<file path="src/rtl/eid_pkg.sv">
package eid_pkg;
  localparam int NPIN = 4;

  // edge detect; lvl_ok selects the pin-0/1 encoding (1x = level)
  function automatic logic edge_hit(input logic [1:0] m, input logic lvl_ok,
                                    input logic prev, input logic cur);
    logic rise, fall;
    rise = cur & ~prev;
    fall = prev & ~cur;
    if (lvl_ok)
      return (m == 2'b00) ? rise : (m == 2'b01) ? fall : 1'b0;
    else
      return (m == 2'b00) ? rise : (m == 2'b01) ? fall : (rise | fall);
  endfunction

  function automatic logic lvl_active(input logic [1:0] m, input logic cur);
    return (m == 2'b10) ? cur : (m == 2'b11) ? ~cur : 1'b0;
  endfunction

  function automatic logic [7:0] vec_of(input logic [1:0] idx);
    return {3'b000, idx, 3'b011};
  endfunction
endpackage

</file>
<file path="src/rtl/eid_sync.sv">
module eid_sync #(
  parameter int W = 4
) (
  input  logic         clk,
  input  logic         rst_n,
  input  logic [W-1:0] d,
  output logic [W-1:0] q
);
  logic [W-1:0] s1;
  always_ff @(posedge clk or negedge rst_n) begin
    if (!rst_n) begin
      s1 <= '0;
      q  <= '0;
    end else begin
      s1 <= d;
      q  <= s1;
    end
  end
endmodule

</file>
<file path="src/rtl/eid_ticker.sv">
module eid_ticker #(
  parameter int DIV_MID = 16,
  parameter int DIV_HI  = 64
) (
  input  logic       clk,
  input  logic       rst_n,
  input  logic [1:0] sel,
  output logic       tick
);
  localparam int CW = $clog2(DIV_HI) + 1;
  logic [CW-1:0] cnt, lim;

  always_comb begin
    case (sel)
      2'b00:   lim = '0;
      2'b01:   lim = CW'(DIV_MID - 1);
      default: lim = CW'(DIV_HI - 1);
    endcase
  end

  assign tick = (cnt >= lim);

  always_ff @(posedge clk or negedge rst_n) begin
    if (!rst_n)    cnt <= '0;
    else if (tick) cnt <= '0;
    else           cnt <= cnt + 1'b1;
  end
endmodule

</file>
<file path="src/rtl/eid_filter.sv">
module eid_filter (
  input  logic clk,
  input  logic rst_n,
  input  logic tick,
  input  logic din,
  output logic dout
);
  logic smp;
  always_ff @(posedge clk or negedge rst_n) begin
    if (!rst_n) begin
      smp  <= 1'b0;
      dout <= 1'b0;
    end else if (tick) begin
      smp <= din;
      if (din == smp) dout <= din;
    end
  end
endmodule

</file>
<file path="src/rtl/eid_pin.sv">
module eid_pin
  import eid_pkg::*;
#(
  parameter bit LEVEL_OK = 1'b1
) (
  input  logic       clk,
  input  logic       rst_n,
  input  logic       lvl,
  input  logic [1:0] mode,
  input  logic       clr,
  output logic       pend,
  output logic       hit
);
  logic prev, flag, lvl_mode;

  assign lvl_mode = LEVEL_OK && mode[1];
  assign hit      = edge_hit(mode, LEVEL_OK, prev, lvl);
  assign pend     = lvl_mode ? lvl_active(mode, lvl) : flag;

  always_ff @(posedge clk or negedge rst_n) begin
    if (!rst_n) begin
      prev <= 1'b0;
      flag <= 1'b0;
    end else begin
      prev <= lvl;
      if (lvl_mode) flag <= 1'b0;
      else if (hit) flag <= 1'b1;
      else if (clr) flag <= 1'b0;
    end
  end
endmodule

</file>
<file path="src/rtl/eid_prio.sv">
module eid_prio
  import eid_pkg::*;
(
  input  logic [NPIN-1:0] act,
  output logic            req,
  output logic [7:0]      vec
);
  always_comb begin
    req = 1'b0;
    vec = 8'h00;
    for (int i = NPIN - 1; i >= 0; i--) begin
      if (act[i]) begin
        req = 1'b1;
        vec = vec_of(2'(i));
      end
    end
  end
endmodule

</file>
<file path="src/rtl/ext_irq_detector.sv">
module ext_irq_detector
  import eid_pkg::*;
#(
  parameter int DIV_MID = 16,
  parameter int DIV_HI  = 64
) (
  input  logic       clk,
  input  logic       rst_n,
  input  logic [3:0] int_pin,
  input  logic [7:0] trig_mode,
  input  logic [3:0] irq_en,
  input  logic [3:0] int_clr,
  input  logic [1:0] flt_sel,
  output logic [3:0] pend,
  output logic       irq_req,
  output logic [7:0] irq_vec,
  output logic       tmr_evt,
  output logic       wake_req
);
  logic [NPIN-1:0] pin_s;
  logic [NPIN-1:0] lvl_q;
  logic [NPIN-1:0] hit_w;
  logic            flt_tick;

  eid_sync #(.W(NPIN)) u_sync (.clk(clk), .rst_n(rst_n), .d(int_pin), .q(pin_s));

  eid_ticker #(.DIV_MID(DIV_MID), .DIV_HI(DIV_HI)) u_tick (
    .clk(clk), .rst_n(rst_n), .sel(flt_sel), .tick(flt_tick));

  for (genvar i = 0; i < NPIN; i++) begin : g_pin
    if (i < 2) begin : g_raw
      assign lvl_q[i] = pin_s[i];
    end else begin : g_flt
      eid_filter u_flt (
        .clk(clk), .rst_n(rst_n),
        .tick((i == 2) ? 1'b1 : flt_tick),
        .din(pin_s[i]), .dout(lvl_q[i]));
    end
    eid_pin #(.LEVEL_OK(i < 2)) u_pin (
      .clk(clk), .rst_n(rst_n), .lvl(lvl_q[i]),
      .mode(trig_mode[2*i+1:2*i]), .clr(int_clr[i]),
      .pend(pend[i]), .hit(hit_w[i]));
  end

  eid_prio u_prio (.act(pend & irq_en), .req(irq_req), .vec(irq_vec));

  assign tmr_evt  = hit_w[2] | hit_w[3];
  assign wake_req = |(pend[1:0] & irq_en[1:0]);
endmodule

</file>
<file path="config.mk">
export PLATFORM = sky130hd
export DESIGN_NAME = ext_irq_detector
export DESIGN_NICKNAME = d
export VERILOG_FILES = /design/src/rtl/eid_pkg.sv /design/src/rtl/eid_sync.sv /design/src/rtl/eid_ticker.sv /design/src/rtl/eid_filter.sv /design/src/rtl/eid_pin.sv /design/src/rtl/eid_prio.sv /design/src/rtl/ext_irq_detector.sv
export SDC_FILE = /design/constraint.sdc
export NUM_CORES = 1
export LEC_CHECK = 0
export ABC_CLOCK_PERIOD_IN_PS = 1840
export BUFFER_PORTS_ARGS = -buffer_cell sky130_fd_sc_hd__buf_2
export CORE_UTILIZATION = 35
export CTS_CLUSTER_SIZE = 30
export DETAILED_ROUTE_END_ITERATION = 12
export SYNTH_ARGS = -nofsm -noshare
export SYNTH_HDL_FRONTEND = slang
export SYNTH_HIERARCHICAL = 1
export SYNTH_SLANG_ARGS = --single-unit
export TNS_END_PERCENT = 30
</file>
<file path="constraint.sdc">
create_clock -name clk -period 1.84 [get_ports clk]
set_input_delay 0.368 -clock clk [delete_from_list [all_inputs] [get_ports clk]]
set_output_delay 0.368 -clock clk [all_outputs]
set_load 0.02 [all_outputs]
</file>
==> results of run 1 <==
## layout by cell type, fill, tap and decap left out, types with 3 or more instances in the layout
cell and instances:
buf_2 28, dfrtp_1 27, buf_4 13, nor2_1 10, inv_1 9, conb_1 7, nand2b_1 5, ha_1 5
buf_6 4, a22o_1 3, clkbuf_8 3, a21oi_2 3, xnor2_1 3, nand3_1 3, nand2_1 3
## area by class of cell
| cell class | count | area share |
|---|---|---|
| Inverter | 10 | 0.0213 |
| Timing Repair Buffer | 45 | 0.161 |
| Tap cell | 46 | 0.0327 |
| Multi-Input combinational cell | 81 | 0.376 |
| Sequential cell | 27 | 0.384 |
| Clock buffer | 4 | 0.0256 |
## registers in the layout, indices dropped and copies added (netlist names)
register and flops:
u_tick/cnt 7, g_pin.u_pin/prev 4, u_sync/q 4, u_sync/s1 4, g_pin.u_pin/flag 2, g_pin.g_flt.u_flt/dout 2, g_pin.g_flt.u_flt/smp 2, g_pin.u_pin/pend 2
## worst max-delay path, stage by stage (launching register included)
cell and delay (ps):
dfrtp_1 390, inv_1 60, ha_1 280, nand2b_4 120, o21ai_1 60, or2_1 250, buf_6 140
## what timing repair did
item / 4_1_cts / 5_1_grt
setup buffers: 4 / 3
resized for setup: 24 / 5
endpoints found under the setup margin: 6 / 7
hold buffers: 0 / 0
pin swaps: 6 / 11
## routing by layer
metal / share of wire / GRT usage
met1: 0.40 / 0.137
met2: 0.54 / 0.263
met3: 0.049 / 0.0344
met4: 0.012 / 0.0511
met5: 0 / 0
## power groups by stage
stage / Clock (mW) / Sequential (mW) / Combinational [mW]
after detailed placement: 0 / 0.845 / 0.652
after global routing: 0.384 / 0.861 / 0.917
after global placement: 0 / 0.837 / 0.621
final: 0.328 / 0.837 / 0.831
after CTS: 0.350 / 0.833 / 0.778
after floorplan: 0 / 0.842 / 0.473
## final timing paths
| path | startpoint | to | slack [ps] | cells after the start |
|---|---|---|---|---|
| max reg2reg | u_tick/cnt[5] | g_pin[3].g_flt.u_flt/dout | 120 | 5 |
| max in group asynchronous | rst_n | g_pin[2].u_pin/prev | 1360 | 1 |
| min reg2reg | u_sync/s1[1] | u_sync/q[1] | 350 | 0 |
| max | g_pin[3].g_flt.u_flt/dout | tmr_evt | -70 | 6 |
| min in group clk | int_pin[2] | u_sync/s1[2] | 200 | 1 |
| min | rst_n | g_pin[0].u_pin/flag | 100 | 1 |
## metrics by stage
stage | std cells | TNS, ps
floorplan | 125 | -151
global placement | 202 | -303
detailed placement | 202 | -607
CTS | 210 | -47.7
global route | 213 | -330
finish | 213 | -111
==> metrics.csv, run 1 <==
metric,value,unit
Initial Util,0.382,
via count,987,
max-slew violation count,0,
Int Pwr,1.31,mW
Final Hold Fails,0,
Rel. slew slack,0.602,
Clock power frac,0.165,
die width,63.5,um
Setup Skew,1.42,ps
post-route DRC violation count,0,
Final Cycle Share,1.04,
Max Root-Sink Buffers,2,
Placed Area,0.00155,mm^2
clock root buffer,clkbuf_8,
# clock sinks,27,
Layout Utilization,0.508,
fmax,522,MHz
Num CTS Buffers,3,
hold_ws,98.1,ps
Die Ht,63.5,um
net switching power,0.691,mW
Ys Warns,6,
clock transition at the registers of the reported paths,90,ps
PortBufs,34,
PD cells,1130,mW/mm^2
failing checks,setup timing,
syn avg cell area,11.0,um^2
startpoint types,flip-flop,
sw frac,0.346,
routed vias/inst,4.63,
std cell rows,21,
Seq. cell area,676,um^2
Filler cells,329,
status,"finished, violations left",
Worst Max-Slew Pin Slew,597,ps
Routed Antenna Nets,0,
worst vdd ir,553,uV
DR pass1 iterations,4,
vias in the first global route,1024,
setup violators final,2,
highest net fanout along the worst path,3,
CTS tree,done,
Leakage,0.886,nW
Die Area,0.00404,mm^2
arrival time worst endpoint,1550,ps
"Area growth, synth to finish",33.0,%
global route overflow,0,
n_diodes,0,
HPWL Detailed,1690,um
nature of the critical path endpoint,primary output,
aggregate routed wire length,2450,um
Hold Crit Class,primary input to asynchronous set/reset pin,
first-pass GRT wire length,4240,um
Post-Syn Area,0.00133,mm^2
footprint of the multi-input gates,663,um^2
initial antenna violation count,0,
Ports,39,
H-tree Lvls,1,
"Req. time, crit path",1470,ps
Combinational Power Share,0.416,
Setup WS pre-CTS,-198,ps
Worst-Skew Late Latency,270,ps
DR iter-0 viols,21,
Core Box Area,0.00347,mm^2
post-route setup slack,-74.2,ps
Wirelength per Cell,11.5,um
largest net degree at the start of global routing,28,
share of layout cells above drive strength 1,0.425,
fin crit period,1910,ps
Cells after Synth,120,
Layout Cell Area excl Fill,0.00176,mm^2
total track usage,0.136,
GP Congestion,0.753,
RSZ-0062 raised after global routing,yes,
crit path kind,flip-flop to primary output,
power after layout,2.00,mW
maximum capacitance violations,0,
fin nets,200,
register share of total power,0.419,
Note: power is estimated with default switching activity, not from simulation.
==> inputs of run 2 (changes only) <==
Settings changed: ABC_AREA set to 1, PLACE_DENSITY_LB_ADDON set to 0.2.
==> metrics.csv, run 2 <==
metric,value,unit,change
status,completed,,
Leakage,1.06,nW,+20%
Die Ht,66.3,um,+4.3%
r2r worst-path depth,12,,+7
arrival time worst endpoint,1460,ps,-90 ps
startpoint types,flip-flop,,
first-pass GRT wire length,3610,um,-15%
PortBufs,34,,unchanged
Worst-Skew Late Latency,260,ps,about the same
n_diodes,0,,unchanged
WP depth,7,,+1
Initial Util,0.364,,-0.0178
Crit. Startpoint,g_pin[3].g_flt.u_flt/dout,,
RSZ-0062 raised after global routing,yes,,
"most used cell, CP",inv_1,,
Placed Cells,267,,+32%
"commonest non-fill, non-tap cell in the layout",inv_1,,
Non-Filler Instances,277,,+30%
Final Hold Fails,0,,unchanged
# clock sinks,27,,unchanged
Rel. slew slack,0.622,,+0.0205
worst reg2reg setup slack,360,ps,+240 ps
"commonest cells after routing, fill and taps aside","inv_1 (40), nand2_1 (38), buf_2 (28)",,
crit path cell chain,"inv_1, ha_1, or2_1, nand2_1, inv_1, nand2_2, buf_6",,
via count,1112,,+13%
Wirelength per Cell,7.74,um,-33%
clock root buffer,clkbuf_8,,
aggregate routed wire length,2150,um,-12%
highest net fanout along the worst path,2,,-1
syn avg cell area,7.90,um^2,-28%
Critical Path Sink,tmr_evt,,
post-route DRC violation count,0,,unchanged
initial antenna violation count,0,,unchanged
Hold Crit Class,primary input to asynchronous set/reset pin,,
Largest Register,u_tick/cnt,,
maximum capacitance violations,0,,unchanged
power after layout,1.97,mW,-1.1%
Ports,39,,unchanged
Ys Warns,6,,unchanged
Layout Cell Area excl Fill,0.00180,mm^2,+1.9%
DR pass1 iterations,4,,unchanged
total track usage,0.106,,-0.0301
die width,66.3,um,+4.3%
nature of the critical path endpoint,primary output,,
routed vias/inst,4.01,,-13%
Layout Utilization,0.452,,-0.0558
Worst Max-Slew Pin Slew,566,ps,-30.8 ps
setup violators final,0,,-2
Routed Antenna Nets,0,,unchanged
Cells after Synth,183,,+53%
"Area growth, synth to finish",24.1,%,
Setup WS pre-CTS,154,ps,+353 ps
Die Area,0.00439,mm^2,+8.9%
Core Box Area,0.00397,mm^2,+15%
Fin Setup TNS,0,ps,+111 ps
max-slew violation count,0,,unchanged
CP max stage delay,370,ps,-20 ps
fin crit period,1830,ps,-82.8 ps
reg-to-reg endpoint,g_pin[3].g_flt.u_flt/dout,,
CP top delay family,flip-flops,,
Final Cycle Share,0.995,,-0.0450
Num CTS Buffers,3,,unchanged
Setup Skew,2.65,ps,+1.23 ps
DR iter-0 viols,8,,-62%
hold_ws,87.2,ps,-11.0 ps
post-route setup slack,8.64,ps,+82.8 ps
GP Congestion,0.693,,-8.0%
HPWL Detailed,1590,um,-5.8%
std cell rows,23,,+9.5%
PD cells,1100,mW/mm^2,-3.0%
share of layout cells above drive strength 1,0.273,,-0.152
Placed Area,0.00166,mm^2,+6.7%
H-tree Lvls,1,,unchanged
"Req. time, crit path",1470,ps,about the same
Post-Syn Area,0.00145,mm^2,+9.2%
clock transition at the registers of the reported paths,80,ps,about the same
global route overflow,0,,unchanged
fmax,546,MHz,+4.5%
worst vdd ir,498,uV,-10%
fin nets,260,,+30%
Worst Path Buf+Inv,3,,+1
max reg flops,7,,unchanged
Max Root-Sink Buffers,2,,unchanged
worst r2r src,u_tick/cnt[0],,
CTS tree,done,,
largest net degree at the start of global routing,28,,unchanged
crit path kind,flip-flop to primary output,,
"Slowest-stage cell, CP",dfrtp_1,,
vias in the first global route,958,,-6.4%
-- run 2: worst reg2reg max path, stage by stage (launching register included) --
cell	delay, ps
dfrtp_1	380
inv_1	80
ha_1	300
nor2_1	100
nand2_1	60
nand2_1	50
nand2_1	60
nand2_2	70
nand2_4	80
nand2_1	80
inv_1	30
nand2_1	50
nand2_1	40
-- run 2: layout make-up --
class	count	area, um^2
Inverter	45	169
Tap cell	50	62.6
Timing Repair Buffer	40	241
Fill cell	401	2180
Sequential cell	27	676
Clock buffer	4	45.0
Multi-Input combinational cell	111	602
-- run 2: timing repair --
action                                  4_1_cts  5_1_grt
resized for setup                             3       14
endpoints found under the setup margin        1        6
setup buffers                                 4        2
pin swaps                                     2        6
hold buffers                                  0        0
-- run 2: layer usage --
layer  vias to the layer above  routed length (um)  track usage
met1                       467                1040        0.127
met4                         0                  27       0.0399
met5                         -                   0            0
li1                        610                   -            -
met3                         4                 129       0.0224
met2                        31                 952        0.185
-- run 2: report_power, final --
group / switching [mW] / internal, mW / leakage, nW
combinational: 0.443 / 0.383 / 0.715
sequential: 0.105 / 0.727 / 0.325
clock: 0.162 / 0.154 / 0.0228
-- run 2: worst min-delay path by stage --
| stage | depth (start not counted) | slack (ps) | start | endpoint |
|---|---|---|---|---|
| floorplan | 0 | 70 | rst_n | g_pin[0].u_pin/flag |
| global placement | 0 | 330 | u_sync/s1[2] | u_sync/q[2] |
| detailed placement | 0 | 340 | u_sync/s1[3] | u_sync/q[3] |
| CTS | 1 | 120 | rst_n | g_pin[2].g_flt.u_flt/smp |
| global route | 1 | 140 | rst_n | u_sync/s1[2] |
| finish | 1 | 90 | rst_n | g_pin[2].g_flt.u_flt/smp |
==> inputs of run 3 (changes only) <==
Settings changed: SYNTH_HIERARCHICAL 1 to not set.
==> metrics.csv, run 3 <==
metric,value,unit,change
Final Hold Fails,0,,unchanged
crit path kind,flip-flop to primary output,,
startpoint types,flip-flop,,
die width,64.9,um,-2.0%
footprint of the multi-input gates,623,um^2,+3.5%
setup violators final,2,,+2
CP top delay family,flip-flops,,
fin nets,221,,-15%
RSZ-0062 raised after global routing,yes,,
syn avg cell area,9.30,um^2,+18%
Routed Antenna Nets,0,,unchanged
clock transition at the registers of the reported paths,90,ps,about the same
total track usage,0.133,,+0.0264
n_diodes,0,,unchanged
Ys Warns,0,,-6
"EDFF count, synth",0,,
Filler cells,376,,-6.2%
Post-Syn Area,0.00139,mm^2,-4.2%
Synth top area share,0.487,,
"commonest non-fill, non-tap cell in the layout",buf_2,,
Synth async-reset ratio,1.00,,
Synth cell types,28,,
DR pass1 iterations,4,,unchanged
most common cell in the netlist,nand2_1,,
hold buffers post-CTS,0,,unchanged
Worst Path Buf+Inv,1,,-2
"Area growth, synth to finish",24.6,%,
status,"finished, violations left",,
post-route setup slack,-48.3,ps,-56.9 ps
Non-Filler Instances,236,,-15%
via count,1059,,-4.8%
DR iter-0 viols,24,,+16
Wirelength per Cell,10.4,um,+34%
hold_ws,97.0,ps,+9.79 ps
GP Congestion,0.739,,+6.7%
CTS tree,done,,
Placed Area,0.00156,mm^2,-5.8%
Ports,39,,unchanged
Die Ht,64.9,um,-2.0%
Yosys top cell by area,dfrtp_1,,
most frequent cells after synthesis,"nand2_1 (28), dfrtp_1 (27), inv_1 (22)",,
Setup Skew,5.05,ps,+2.40 ps
Die Area,0.00422,mm^2,-4.0%
Worst Max-Slew Pin Slew,585,ps,+18.4 ps
Layout Cell Area excl Fill,0.00173,mm^2,-3.8%
highest net fanout along the worst path,4,,+2
ys flop type,dfrtp_1,,
Worst-Skew Late Latency,260,ps,about the same
Hold Crit Class,primary input to asynchronous set/reset pin,,
aggregate routed wire length,2450,um,+14%
Leakage,0.929,nW,-13%
Final Cycle Share,1.03,,+0.0309
"Req. time, crit path",1470,ps,about the same
worst vdd ir,494,uV,-0.82%
crit path cell chain,"ha_2, mux2_4, o21ai_4, nand2_2, buf_6",,
power after layout,1.93,mW,-2.3%
Layout Utilization,0.465,,+0.0129
"Slowest-stage cell, CP",dfrtp_1,,
arrival time worst endpoint,1520,ps,+60 ps
maximum capacitance violations,0,,unchanged
Fin Setup TNS,-95.6,ps,-95.6 ps
max reg flops,7,,unchanged
HPWL Detailed,1790,um,+12%
Core Box Area,0.00372,mm^2,-6.4%
Initial Util,0.373,,+0.00885
Setup WS pre-CTS,162,ps,+7.81 ps
global route overflow,0,,unchanged
share of layout cells above drive strength 1,0.362,,+0.0886
clock root buffer,clkbuf_8,,
nature of the critical path endpoint,primary output,,
std cell rows,22,,-4.3%
max-slew violation count,0,,unchanged
first-pass GRT wire length,4310,um,+19%
Num CTS Buffers,3,,unchanged
failing checks,setup timing,,
Placed Cells,225,,-16%
synthesis-stage register bit count,27,,
# clock sinks,27,,unchanged
PortBufs,34,,unchanged
PD cells,1120,mW/mm^2,+1.5%
post-route DRC violation count,0,,unchanged
top post-synthesis cells by area,"dfrtp_1 (49%), nand2_1 (7.6%), ha_1 (7.2%)",,
"Seq/Total Area, Yosys",0.487,,
routed vias/inst,4.49,,+12%
Largest Register,u_tick.cnt,,
H-tree Lvls,1,,unchanged
Cells after Synth,149,,-19%
CP max stage delay,430,ps,+60 ps
vias in the first global route,1035,,+8.0%
Max Root-Sink Buffers,2,,unchanged
largest net degree at the start of global routing,28,,unchanged
fin crit period,1890,ps,+56.9 ps
initial antenna violation count,0,,unchanged
"commonest cells after routing, fill and taps aside","buf_2 (30), dfrtp_1 (27), nand2_1 (26)",,
Rel. slew slack,0.610,,-0.0123
fmax,530,MHz,-3.0%
Seq. cell area,676,um^2,unchanged
[run 3: final cells by class]
class,instances,area share
Clock buffer,3,0.0239
Clock inverter,1,0.00290
Inverter,23,0.0500
Multi-Input combinational cell,93,0.361
Sequential cell,27,0.391
Tap cell,48,0.0348
Timing Repair Buffer,41,0.137
[run 3: what timing repair did]
item	in CTS	in global routing
resized for setup	10	13
setup buffers	7	0
endpoints found under the setup margin	2	8
pin swaps	3	4
[run 3: power breakdown]
group	leakage (nW)	switching (mW)	internal, mW
sequential	0.327	0.103	0.719
combinational	0.576	0.459	0.331
clock	0.0255	0.166	0.151
total	0.929	0.727	1.20
[run 3: kinds of logic after synthesis]
group           Yosys count  synth area share
fa+ha+maj                 9            0.0794
flops                    27             0.487
buf+inv                  32             0.111
compound gates           17            0.0830
other cells               1           0.00270
xor+xnor                  2            0.0126
mux                       3            0.0235
simple gates             58             0.200
[run 3: worst paths after layout]
| check | slack (ps) | startpoint | to | cells after the start |
|---|---|---|---|---|
| min reg2reg | 350 | u_sync.s1[0] | u_sync.q[0] | 0 |
| max | -50 | g_pin[2].g_flt.u_flt.dout | tmr_evt | 5 |
| min in group clk | 200 | int_pin[2] | u_sync.s1[2] | 1 |
| min | 100 | rst_n | u_tick.cnt[2] | 1 |
| max in group asynchronous | 1350 | rst_n | g_pin[0].u_pin.prev | 1 |
| max reg2reg | -50 | g_pin[2].g_flt.u_flt.dout | g_pin[2].u_pin.pend | 11 |
[run 3: routing by layer]
metal,vias up,routed length (um),global-route usage
met5,-,0,0
met4,0,44,0.0444
met3,4,136,0.0370
met2,32,1250,0.253
met1,496,1020,0.136
li1,527,-,-
